===== src/rtl/mulsc_pkg.sv =====
// Package: shared widths for the multiplier/scaler.
// Assumes operands are at least twice the byte-lane width.
package mulsc_pkg;
    localparam int DATA_W = 16;   // operand width
    localparam int BYTE_W = 8;    // byte-lane width
    localparam int ACC_W  = 40;   // accumulator-side output width
endpackage


===== src/rtl/mulsc_opnd_ext.sv =====
// Operand extender: picks the byte or word lane of one operand and widens it
// to DATA_W+1 bits, sign- or zero-filled from its sign flag.
// Assumes BYTE_W < DATA_W.
module mulsc_opnd_ext #(
    parameter int DATA_W = 16,
    parameter int BYTE_W = 8,
    localparam int EXT_W = DATA_W + 1
) (
    input  logic [DATA_W-1:0] raw,
    input  logic              is_signed,
    input  logic              byte_sel,
    output logic [EXT_W-1:0]  ext
);
    localparam int FILL_W = EXT_W - BYTE_W;

    // Select lane and fill the upper bits from the sign flag.
    always_comb begin
        if (byte_sel)
            ext = {{FILL_W{is_signed & raw[BYTE_W-1]}}, raw[BYTE_W-1:0]};
        else
            ext = {is_signed & raw[DATA_W-1], raw};
    end
endmodule


===== src/rtl/mulsc_core.sv =====
// Multiplier array: one signed (DATA_W+1)x(DATA_W+1) multiply, result cut to
// 2*DATA_W+1 bits, which holds every product of two extended operands.
// Assumes inputs are already extended by mulsc_opnd_ext.
module mulsc_core #(
    parameter int DATA_W = 16,
    localparam int EXT_W = DATA_W + 1,
    localparam int PROD_W = 2 * DATA_W + 1
) (
    input  logic              clk,
    input  logic              rst_n,
    input  logic [EXT_W-1:0]  a_ext,
    input  logic [EXT_W-1:0]  b_ext,
    output logic [PROD_W-1:0] prod
);
    logic signed [2*EXT_W-1:0] full;

    // Full signed product of the extended operands.
    always_comb full = $signed(a_ext) * $signed(b_ext);

    // Narrow to the product width.
    always_comb prod = full[PROD_W-1:0];

    // extended operands never produce a product wider than PROD_W.
    assert_prod_fits_R1: assert property (@(posedge clk) disable iff (!rst_n)
        full[2*EXT_W-1] == full[2*EXT_W-2]);
endmodule


===== src/rtl/mulsc_scale.sv =====
// Scaler/formatter: widens the product to ACC_W, doubles it in fractional word
// mode, builds the narrow register result and the 32-bit range flag.
// Assumes ACC_W >= PROD_W + 1 so the doubling cannot wrap.
module mulsc_scale #(
    parameter int DATA_W = 16,
    parameter int ACC_W  = 40,
    localparam int PROD_W = 2 * DATA_W + 1,
    localparam int REG_W  = 2 * DATA_W,
    localparam int EXT_N  = ACC_W - PROD_W
) (
    input  logic [PROD_W-1:0] prod,
    input  logic              frac,
    input  logic              byte_sel,
    output logic [ACC_W-1:0]  acc_val,
    output logic [REG_W-1:0]  reg_val,
    output logic              over_rng
);
    logic [ACC_W-1:0] wide;
    logic [ACC_W-REG_W:0] top_bits;

    // Sign-extend the raw product before any shift so nothing wraps.
    always_comb wide = {{EXT_N{prod[PROD_W-1]}}, prod};

    // Fractional scaling applies in word mode only.
    always_comb acc_val = (frac && !byte_sel) ? {wide[ACC_W-2:0], 1'b0} : wide;

    // Byte mode returns DATA_W bits zero-padded; word mode returns REG_W bits.
    always_comb begin
        if (byte_sel)
            reg_val = {{(REG_W-DATA_W){1'b0}}, acc_val[DATA_W-1:0]};
        else
            reg_val = acc_val[REG_W-1:0];
    end

    // Out of signed REG_W range when the bits from REG_W-1 up differ.
    always_comb begin
        top_bits = acc_val[ACC_W-1:REG_W-1];
        over_rng = !((&top_bits) || (~|top_bits));
    end
endmodule


===== src/rtl/mulsc_top.sv =====
// Multiplier/scaler top: two operand extenders, the array, the scaler and a
// single output register behind a valid/ready handshake (latency 1).
// Assumes the consumer may stall at any time; inputs are sampled on accept.
module mulsc_top #(
    parameter int DATA_W = mulsc_pkg::DATA_W,
    parameter int BYTE_W = mulsc_pkg::BYTE_W,
    parameter int ACC_W  = mulsc_pkg::ACC_W,
    localparam int EXT_W  = DATA_W + 1,
    localparam int PROD_W = 2 * DATA_W + 1,
    localparam int REG_W  = 2 * DATA_W
) (
    input  logic              clk,
    input  logic              rst_n,
    input  logic              in_valid,
    output logic              in_ready,
    input  logic [DATA_W-1:0] a_op,
    input  logic [DATA_W-1:0] b_op,
    input  logic              a_signed,
    input  logic              b_signed,
    input  logic              frac_mode,
    input  logic              byte_mode,
    output logic              out_valid,
    input  logic              out_ready,
    output logic [ACC_W-1:0]  acc_prod,
    output logic [REG_W-1:0]  reg_res,
    output logic              over_q31
);
    logic [DATA_W-1:0] raw_v [2];
    logic              sgn_v [2];
    logic [EXT_W-1:0]  ext_v [2];
    logic [PROD_W-1:0] prod;
    logic [ACC_W-1:0]  acc_d;
    logic [REG_W-1:0]  reg_d;
    logic              ovr_d;
    logic              accept;
    logic              valid_q;
    logic              frac_q;
    logic [ACC_W-1:0]  acc_q;
    logic [REG_W-1:0]  reg_q;
    logic              ovr_q;

    // Gather the two operands for the extender array.
    always_comb begin
        raw_v[0] = a_op;  sgn_v[0] = a_signed;
        raw_v[1] = b_op;  sgn_v[1] = b_signed;
    end

    for (genvar i = 0; i < 2; i++) begin : g_ext
        mulsc_opnd_ext #(.DATA_W(DATA_W), .BYTE_W(BYTE_W)) u_ext (
            .raw(raw_v[i]), .is_signed(sgn_v[i]), .byte_sel(byte_mode),
            .ext(ext_v[i]));
    end

    mulsc_core #(.DATA_W(DATA_W)) u_core (
        .clk(clk), .rst_n(rst_n), .a_ext(ext_v[0]), .b_ext(ext_v[1]),
        .prod(prod));

    mulsc_scale #(.DATA_W(DATA_W), .ACC_W(ACC_W)) u_scale (
        .prod(prod), .frac(frac_mode), .byte_sel(byte_mode),
        .acc_val(acc_d), .reg_val(reg_d), .over_rng(ovr_d));

    // Ready when the output slot is empty or being drained.
    always_comb in_ready = !valid_q || out_ready;
    always_comb accept = in_valid && in_ready;

    // Output register: load on accept, drop valid once drained.
    always_ff @(posedge clk) begin
        if (!rst_n) begin
            valid_q <= 1'b0;
            frac_q  <= 1'b0;
            acc_q   <= '0;
            reg_q   <= '0;
            ovr_q   <= 1'b0;
        end else if (accept) begin
            valid_q <= 1'b1;
            frac_q  <= frac_mode && !byte_mode;
            acc_q   <= acc_d;
            reg_q   <= reg_d;
            ovr_q   <= ovr_d;
        end else if (out_ready) begin
            valid_q <= 1'b0;
        end
    end

    // Drive the ports from the output register.
    always_comb begin
        out_valid = valid_q;
        acc_prod  = acc_q;
        reg_res   = reg_q;
        over_q31  = ovr_q;
    end

    // an accepted transfer shows up valid one cycle later.
    assert_accept_latency_R10: assert property (@(posedge clk) disable iff (!rst_n)
        (in_valid && in_ready) |=> out_valid);

    // a stalled result holds still and stays valid.
    assert_stall_hold_R11: assert property (@(posedge clk) disable iff (!rst_n)
        (out_valid && !out_ready) |=> (out_valid && $stable(acc_prod)
                                       && $stable(reg_res) && $stable(over_q31)));

    // no acceptance while a stalled result is held.
    assert_ready_stall_R12: assert property (@(posedge clk) disable iff (!rst_n)
        (out_valid && !out_ready) |-> !in_ready);

    // integer results are sign-extended through the guard bits.
    assert_int_sext_R3: assert property (@(posedge clk) disable iff (!rst_n)
        (out_valid && !frac_q) |-> ((&acc_prod[ACC_W-1:REG_W]) || (~|acc_prod[ACC_W-1:REG_W])));

    // fractional results always have a zero LSB.
    assert_frac_lsb_R4: assert property (@(posedge clk) disable iff (!rst_n)
        (out_valid && frac_q) |-> !acc_prod[0]);

    // the cycle after reset the output is empty.
    assert_reset_empty_R13: assert property (@(posedge clk)
        !rst_n |=> !out_valid);
endmodule


===== config.mk =====
export PLATFORM = sky130hd
export DESIGN_NAME = mulsc_top
export DESIGN_NICKNAME = d
export VERILOG_FILES = /design/src/rtl/mulsc_pkg.sv /design/src/rtl/mulsc_opnd_ext.sv /design/src/rtl/mulsc_core.sv /design/src/rtl/mulsc_scale.sv /design/src/rtl/mulsc_top.sv
export SDC_FILE = /design/constraint.sdc
export NUM_CORES = 1
export LEC_CHECK = 0
export CAP_MARGIN = 15
export CORE_MARGIN = 2
export CORE_UTILIZATION = 61
export DETAILED_ROUTE_END_ITERATION = 7
export MAX_ROUTING_LAYER = met4
export PLACE_DENSITY_LB_ADDON = 0.3
export SLEW_MARGIN = 20
export SYNTH_ARGS = -nofsm -noshare
export SYNTH_HDL_FRONTEND = slang
export SYNTH_SLANG_ARGS = --single-unit

===== constraint.sdc =====
create_clock -name clk -period 8.3 [get_ports clk]
set_clock_uncertainty 0.05 [all_clocks]
set_input_delay 1.245 -clock clk [delete_from_list [all_inputs] [get_ports clk]]
set_output_delay 1.245 -clock clk [all_outputs]
set_load 0.01 [all_outputs]

After elaboration in Yosys (flattened, before gate mapping)
Index checks and enable logic that the tools add are counted.
{"block": "totals", "register_bits": 68, "input_bits": 40, "output_inout_bits": 75, "wordCells": 26}
{"block": "op_classes", "mul": 1, "muxes": 6, "bitwise_logic": 4, "reduce_logical": 11}
{"op": "17-bit two-way mux", "count": 2}
{"op": "17-bit by 17-bit multiplier with 33-bit output", "count": 1}
{"op": "33-bit two-way mux", "count": 1}
{"op": "32-bit two-way mux", "count": 1}
{"op": "9-bit AND reduction", "count": 1}
{"op": "9-bit OR reduction", "count": 1}
{"op": "1-bit AND", "count": 4}
{"op": "1-bit zero test", "count": 4}
{"op": "1-bit logical AND", "count": 2}
{"op": "1-bit logical OR", "count": 2}
{"op": "1-bit two-way mux", "count": 2}
{"op": "2-bit nonzero test", "count": 1}

Longest topological paths before layout
Gate-level depths: netlist of the first run.
{"block": "logic_depth", "ltp_word": 8, "mapped_depth": 27, "depth_no_buf": 25}

Cells and area by module
Synthesis of the first run repeated with hierarchy kept, for this count alone.
{"block": "hier_totals", "cells_unflattened": 1663, "area_unflattened_um2": 15183.3}
{"module": "mulsc_core", "instances": 1, "cells_each": 1186, "area_each_um2": 10819.1, "seq_area_each_um2": 0.0}
{"module": "mulsc_top", "instances": 1, "cells_each": 321, "area_each_um2": 3017.9, "seq_area_each_um2": 1481.4}
{"module": "mulsc_scale", "instances": 1, "cells_each": 100, "area_each_um2": 980.9, "seq_area_each_um2": 0.0}
{"module": "mulsc_opnd_ext", "instances": 2, "cells_each": 28, "area_each_um2": 182.7, "seq_area_each_um2": 0.0}

Least setup slack after synthesis of the first run
No wires, ideal clock.
{"block": "synth_timing", "path_type": "input port to flip-flop", "startpoint": "in a_op[7]", "endpoint": "reg ovr_q (netlist: over_q31)", "setup_time_ps": 79, "arrival_time_ps": 7416, "required_ps": 8171, "setup_slack_ps": 755, "cell_stages": 24, "n_path_buf": 2, "path_cell_list": "clkbuf_1 -> nand2_1 -> a21boi_1 -> clkbuf_1 -> nand2_1 -> inv_1 -> fa_1 -> inv_1 -> fa_1 -> inv_1 -> fa_1 -> fa_1 -> fa_1 -> fa_1 -> ha_1 -> nand2_1 -> nor3_4 -> and4b_1 -> a32oi_2 -> a31oi_4 -> a311oi_2 -> xnor2_1 -> nand4b_1 -> o211ai_1"}
{"block": "synth_via", "elab_chain_cells": 8, "elab_cells_between_ends": 9, "cone_classes": "mul: 1; mux: 2; bitwise: 1; reduce/logical: 5"}
{"element": "from (decl)", "line_no": "mulsc_top.sv:16", "rtl": "input logic [DATA_W-1:0] a_op,"}
{"element": "1-bit AND", "line_no": "mulsc_opnd_ext.sv:19", "rtl": "ext = {{FILL_W{is_signed & raw[BYTE_W-1]}}, raw[BYTE_W-1:0]};"}
{"element": "17-bit two-way mux *", "line_no": "mulsc_opnd_ext.sv:18", "rtl": "if (byte_sel)"}
{"element": "17-bit by 17-bit multiplier with 33-bit output *", "line_no": "mulsc_core.sv:18", "rtl": "always_comb full = $signed(a_ext) * $signed(b_ext);"}
{"element": "33-bit two-way mux", "line_no": "mulsc_scale.sv:25", "rtl": "always_comb acc_val = (frac && !byte_sel) ? {wide[ACC_W-2:0], 1'b0} : wide;"}
{"element": "9-bit OR reduction", "line_no": "mulsc_scale.sv:38", "rtl": "over_rng = !((&top_bits) || (~|top_bits));"}
{"element": "1-bit zero test", "line_no": "mulsc_scale.sv:38"}
{"element": "1-bit logical OR *", "line_no": "mulsc_scale.sv:38"}
{"element": "1-bit zero test *", "line_no": "mulsc_scale.sv:38"}
{"element": "to (signal assigned)", "line_no": "mulsc_top.sv:79", "rtl": "ovr_q <= ovr_d;"}
{"element": "to (decl)", "line_no": "mulsc_top.sv:40", "rtl": "logic ovr_q;"}
Mark *: on every way between the ends. The rest lies on a longest branch, timed or not.
A chain may end at the register's enable or synchronous reset.

Worst setup path after layout of the first run
{"block": "layout_timing", "startpoint": "in a_op[7]", "endpoint": "reg reg_q[31] (netlist: reg_res[31])"}
{"block": "layout_via", "elab_chain_cells": 5}
{"element": "1-bit AND", "line_no": "mulsc_opnd_ext.sv:19"}
{"element": "17-bit two-way mux *", "line_no": "mulsc_opnd_ext.sv:18"}
{"element": "17-bit by 17-bit multiplier with 33-bit output *", "line_no": "mulsc_core.sv:18"}
{"element": "33-bit two-way mux *", "line_no": "mulsc_scale.sv:25"}
{"element": "32-bit two-way mux *", "line_no": "mulsc_scale.sv:29", "rtl": "if (byte_sel)"}
{"element": "to (signal assigned)", "line_no": "mulsc_top.sv:78", "rtl": "reg_q <= reg_d;"}
{"element": "to (decl)", "line_no": "mulsc_top.sv:39", "rtl": "logic [REG_W-1:0] reg_q;"}
Marks and branches as above.

==> metrics.yaml, run 1 <==
outcome: "finished clean"
synth_adder_area_share_pct: 51.2
yosysWarnings: 0
drc: 0
numCtsBuffers: 5
grtUsageTotal_pct: 29.4
cp_max_fo: 11
cap_violations: 0
ff2ff_path_depth: 8
synthMuxAreaShare_pct: 0.533
synth_top_family_by_area: "adder cells"
grt_first_pass_wirelength_mm: 54.3
antenna_found_initial: 0
cts_buffer_depth: 2
crit_top_cell: "fa_1"
grt_max_degree: 52
fmax_mhz: 125
drive_gt1_share_pct: 5.47
arrival_ns: 8.14
finalCritPeriodShare_pct: 96.6
path_buf_inv: 9
cts.sinks: 52
slew_headroom_pct: 32.5
slew_viol_final: 0
synth_edf_count: 0
start_kind: "input port"
start_util_pct: 61.7
ios: 115
rows: 54
drt_iter0_markers: 723
antennaDiodeCount: 0
totalWireLength_mm: 31.3
hold_path_class: "flip-flop to flip-flop"
synth-xor-area-share_pct: 2.36
synth_nets: 1921
min_from: "acc_prod[29]$_SDFFE_PN0P_"
die_w_um: 152
cts_tree: "yes"
mappedNetlistArea_mm2: 0.0134
synthArstFlopShare_pct: 0
synth-compound-area-share_pct: 9.59
tns_ns: 0
required_ns: 8.43
critPathSlowestCell: "fa_1"
reg2reg_slack_ns: 5.81
overflow: 0
fin_nets: 2003
post_drt_wl_per_cell_um: 16.7
cp_top_family: "adder cells"
clk_pin_slew_worst_paths_ns: 0.07
ant_nets: 0
hold_viol_final: 0
seqCellArea_mm2: 0.00104
synth-simple-area-share_pct: 16.5
ys_seq_area_share_pct: 7.78
portBuffers: 114
whs_endpoint: "acc_prod[29]$_SDFFE_PN0P_"
firstDrtPassIters: 7
vias_per_cell: 5.55
fillers: 1647
ys.flop_type: "dfxtp_1"
synth_area_leaders: "fa_1 43%, inv_1 8.9%, dfxtp_1 7.8%"
dp_hpwl_mm: 26.3
setup_viol: 0
synth_cell_types: 69
core_mm2: 0.0217
synth.ff_latch_count: 52
hold_depth: 2
die_h_um: 152
crit_path_end_kind: "flip-flop"
dieArea_mm2: 0.0231
clk_latency_ns: 0.29
syn_area_per_cell_um2: 8.87
area_growth_pct: 12.8
postSynthCellCount: 1508
tightestPinTransition_ns: 1.01
yosys.area.top_type: "fa_1"
multiInputGateArea_mm2: 0.0108
design_area_mm2: 0.0151
crit-reg2reg-launch: "out_valid$_SDFFE_PN0P_"
period_minus_slack_ns: 8.02
gp_congestion: 0.936
htreeDepth: 2
vias: 10400
netlist.area_leader.share_pct: 43.4
r2r-end: "reg_res[29]$_SDFFE_PN0P_"
placed_cell_area_mm2: 0.0148
cts_hold_buf: 0
cts_root_buf: "clkbuf_16"
slowest_delay_ns: 0.55
grt_pass1_vias: 11400
crit_type: "input port to flip-flop"
layout by cell type (no fill, tap or decap), types with 6 or more instances in the layout:
master           Yosys  final
xor2_1              11     11
buf_4               22     43
nor2_1              41     40
and2_1             137    137
fa_1               290    290
a21oi_1             36     35
nor2b_1             12     12
clkdlybuf4s50_1      0    113
a22oi_1              6      6
o21ai_0             37     37
nor3_1              11     10
nand2_1            200    199
a21o_1               8      8
ha_1                83     83
a21boi_0             6      6
o211a_1             11     11
o21ai_1             21     20
inv_1              316    315
nand3_1             15     14
nand2b_1            15     14
o211ai_1             9      9
xnor2_1             25     24
dfxtp_1             52     52
worst max path at each step:
stage                     slack [ns]                         to  cells after the start      start
after floorplan                 0.76      over_q31$_SDFFE_PN0P_                     24    a_op[7]
after global placement         -0.03  acc_prod[29]$_SDFFE_PN0P_                     27  byte_mode
after detailed placement       -0.12  acc_prod[29]$_SDFFE_PN0P_                     27  byte_mode
after CTS                       0.15  acc_prod[29]$_SDFFE_PN0P_                     26  byte_mode
after global routing           -0.01  acc_prod[29]$_SDFFE_PN0P_                     27    a_op[7]
final                           0.28   reg_res[31]$_SDFFE_PN0P_                     28    a_op[7]
per-stage QoR:
stage          utilization [%]  worst slack, ns  cells  hold slack [ns]
4_1_cts                   69.2            0.148   1869            0.414
3_3_place_gp              68.4          -0.0339   1861            0.388
5_1_grt                   69.5          -0.0126   1871            0.446
6_report                  69.5            0.284   1871            0.410
3_5_place_dp              68.4           -0.121   1861            0.396
2_1_floorplan                -            0.755   1508            0.417
flip-flops by register name, summed over array words and instances, names as in the netlist:
| signal | count |
|---|---|
| acc_prod | 34 |
| over_q31 | 1 |
| reg_res | 16 |
| out_valid | 1 |
per-layer routing:
| layer | wire (µm) | global-route usage (%) |
|---|---|---|
| met5 | 0 | - |
| met4 | 1110 | 9.21 |
| met3 | 1340 | 2.88 |
| met2 | 16800 | 52.9 |
| met1 | 12000 | 35.0 |
Yosys cell counts, drive strengths merged, types with 3 or more instances:
| cell type | count |
|---|---|
| and2 | 138 |
| nand2b | 15 |
| ha | 83 |
| nand2 | 200 |
| nor2 | 42 |
| o21a | 4 |
| o211ai | 9 |
| o21ai | 59 |
| clkbuf | 58 |
| o21bai | 5 |
| a32oi | 3 |
| a211oi | 4 |
| mux2i | 6 |
| nor3 | 12 |
| a21boi | 10 |
| nor2b | 12 |
| a21oi | 39 |
| a21o | 8 |
| a22oi | 6 |
| fa | 290 |
| o21ba | 4 |
| a211o | 3 |
| o211a | 11 |
| xnor2 | 25 |
| nand4 | 3 |
| xor2 | 11 |
| and3 | 3 |
| a31oi | 6 |
| buf | 29 |
| inv | 316 |
| nand3 | 17 |
| dfxtp | 52 |
final cells by class:
type,count,area share [%]
inverter,316,7.89
timing repair buffer,162,10.3
clock inverter,2,0.232
tap,280,2.32
sequential,52,6.90
multi-input combinational,1053,71.5
clock buffer,6,0.854
cell families (layout without fill, tap and decap cells):
family,count (synthesis),count (layout)
fa+ha+maj,373,373
flops,52,52
buf+inv,403,486
mux,7,7
simple gates,451,451
xor+xnor,36,36
compound gates,186,186
tightest hold or removal path: cells and delay by family (launching register included):
kind / cells / cell delay, ns
flip-flops: 1 / 0.31
AO/OA/AOI/OAI: 1 / 0.06
AND/OR/NAND/NOR: 1 / 0.05
what timing repair did:
action                                  4_1_cts  5_1_grt
buffers inserted                              0        2
resized for setup                             0       12
endpoints found under the setup margin        0       27
Power of run 1 is left out: the tool's default activity adds up to more than one toggle a clock period on the data nets, which glitch-free logic cannot reach.
==> run 2: changes to the inputs <==
- CTS_CLUSTER_SIZE: default -> 20
==> results of run 2 <==
Same layout as run 1: the final DEF is identical, and so are final timing and power.
Power of run 2 is left out for the same reason.
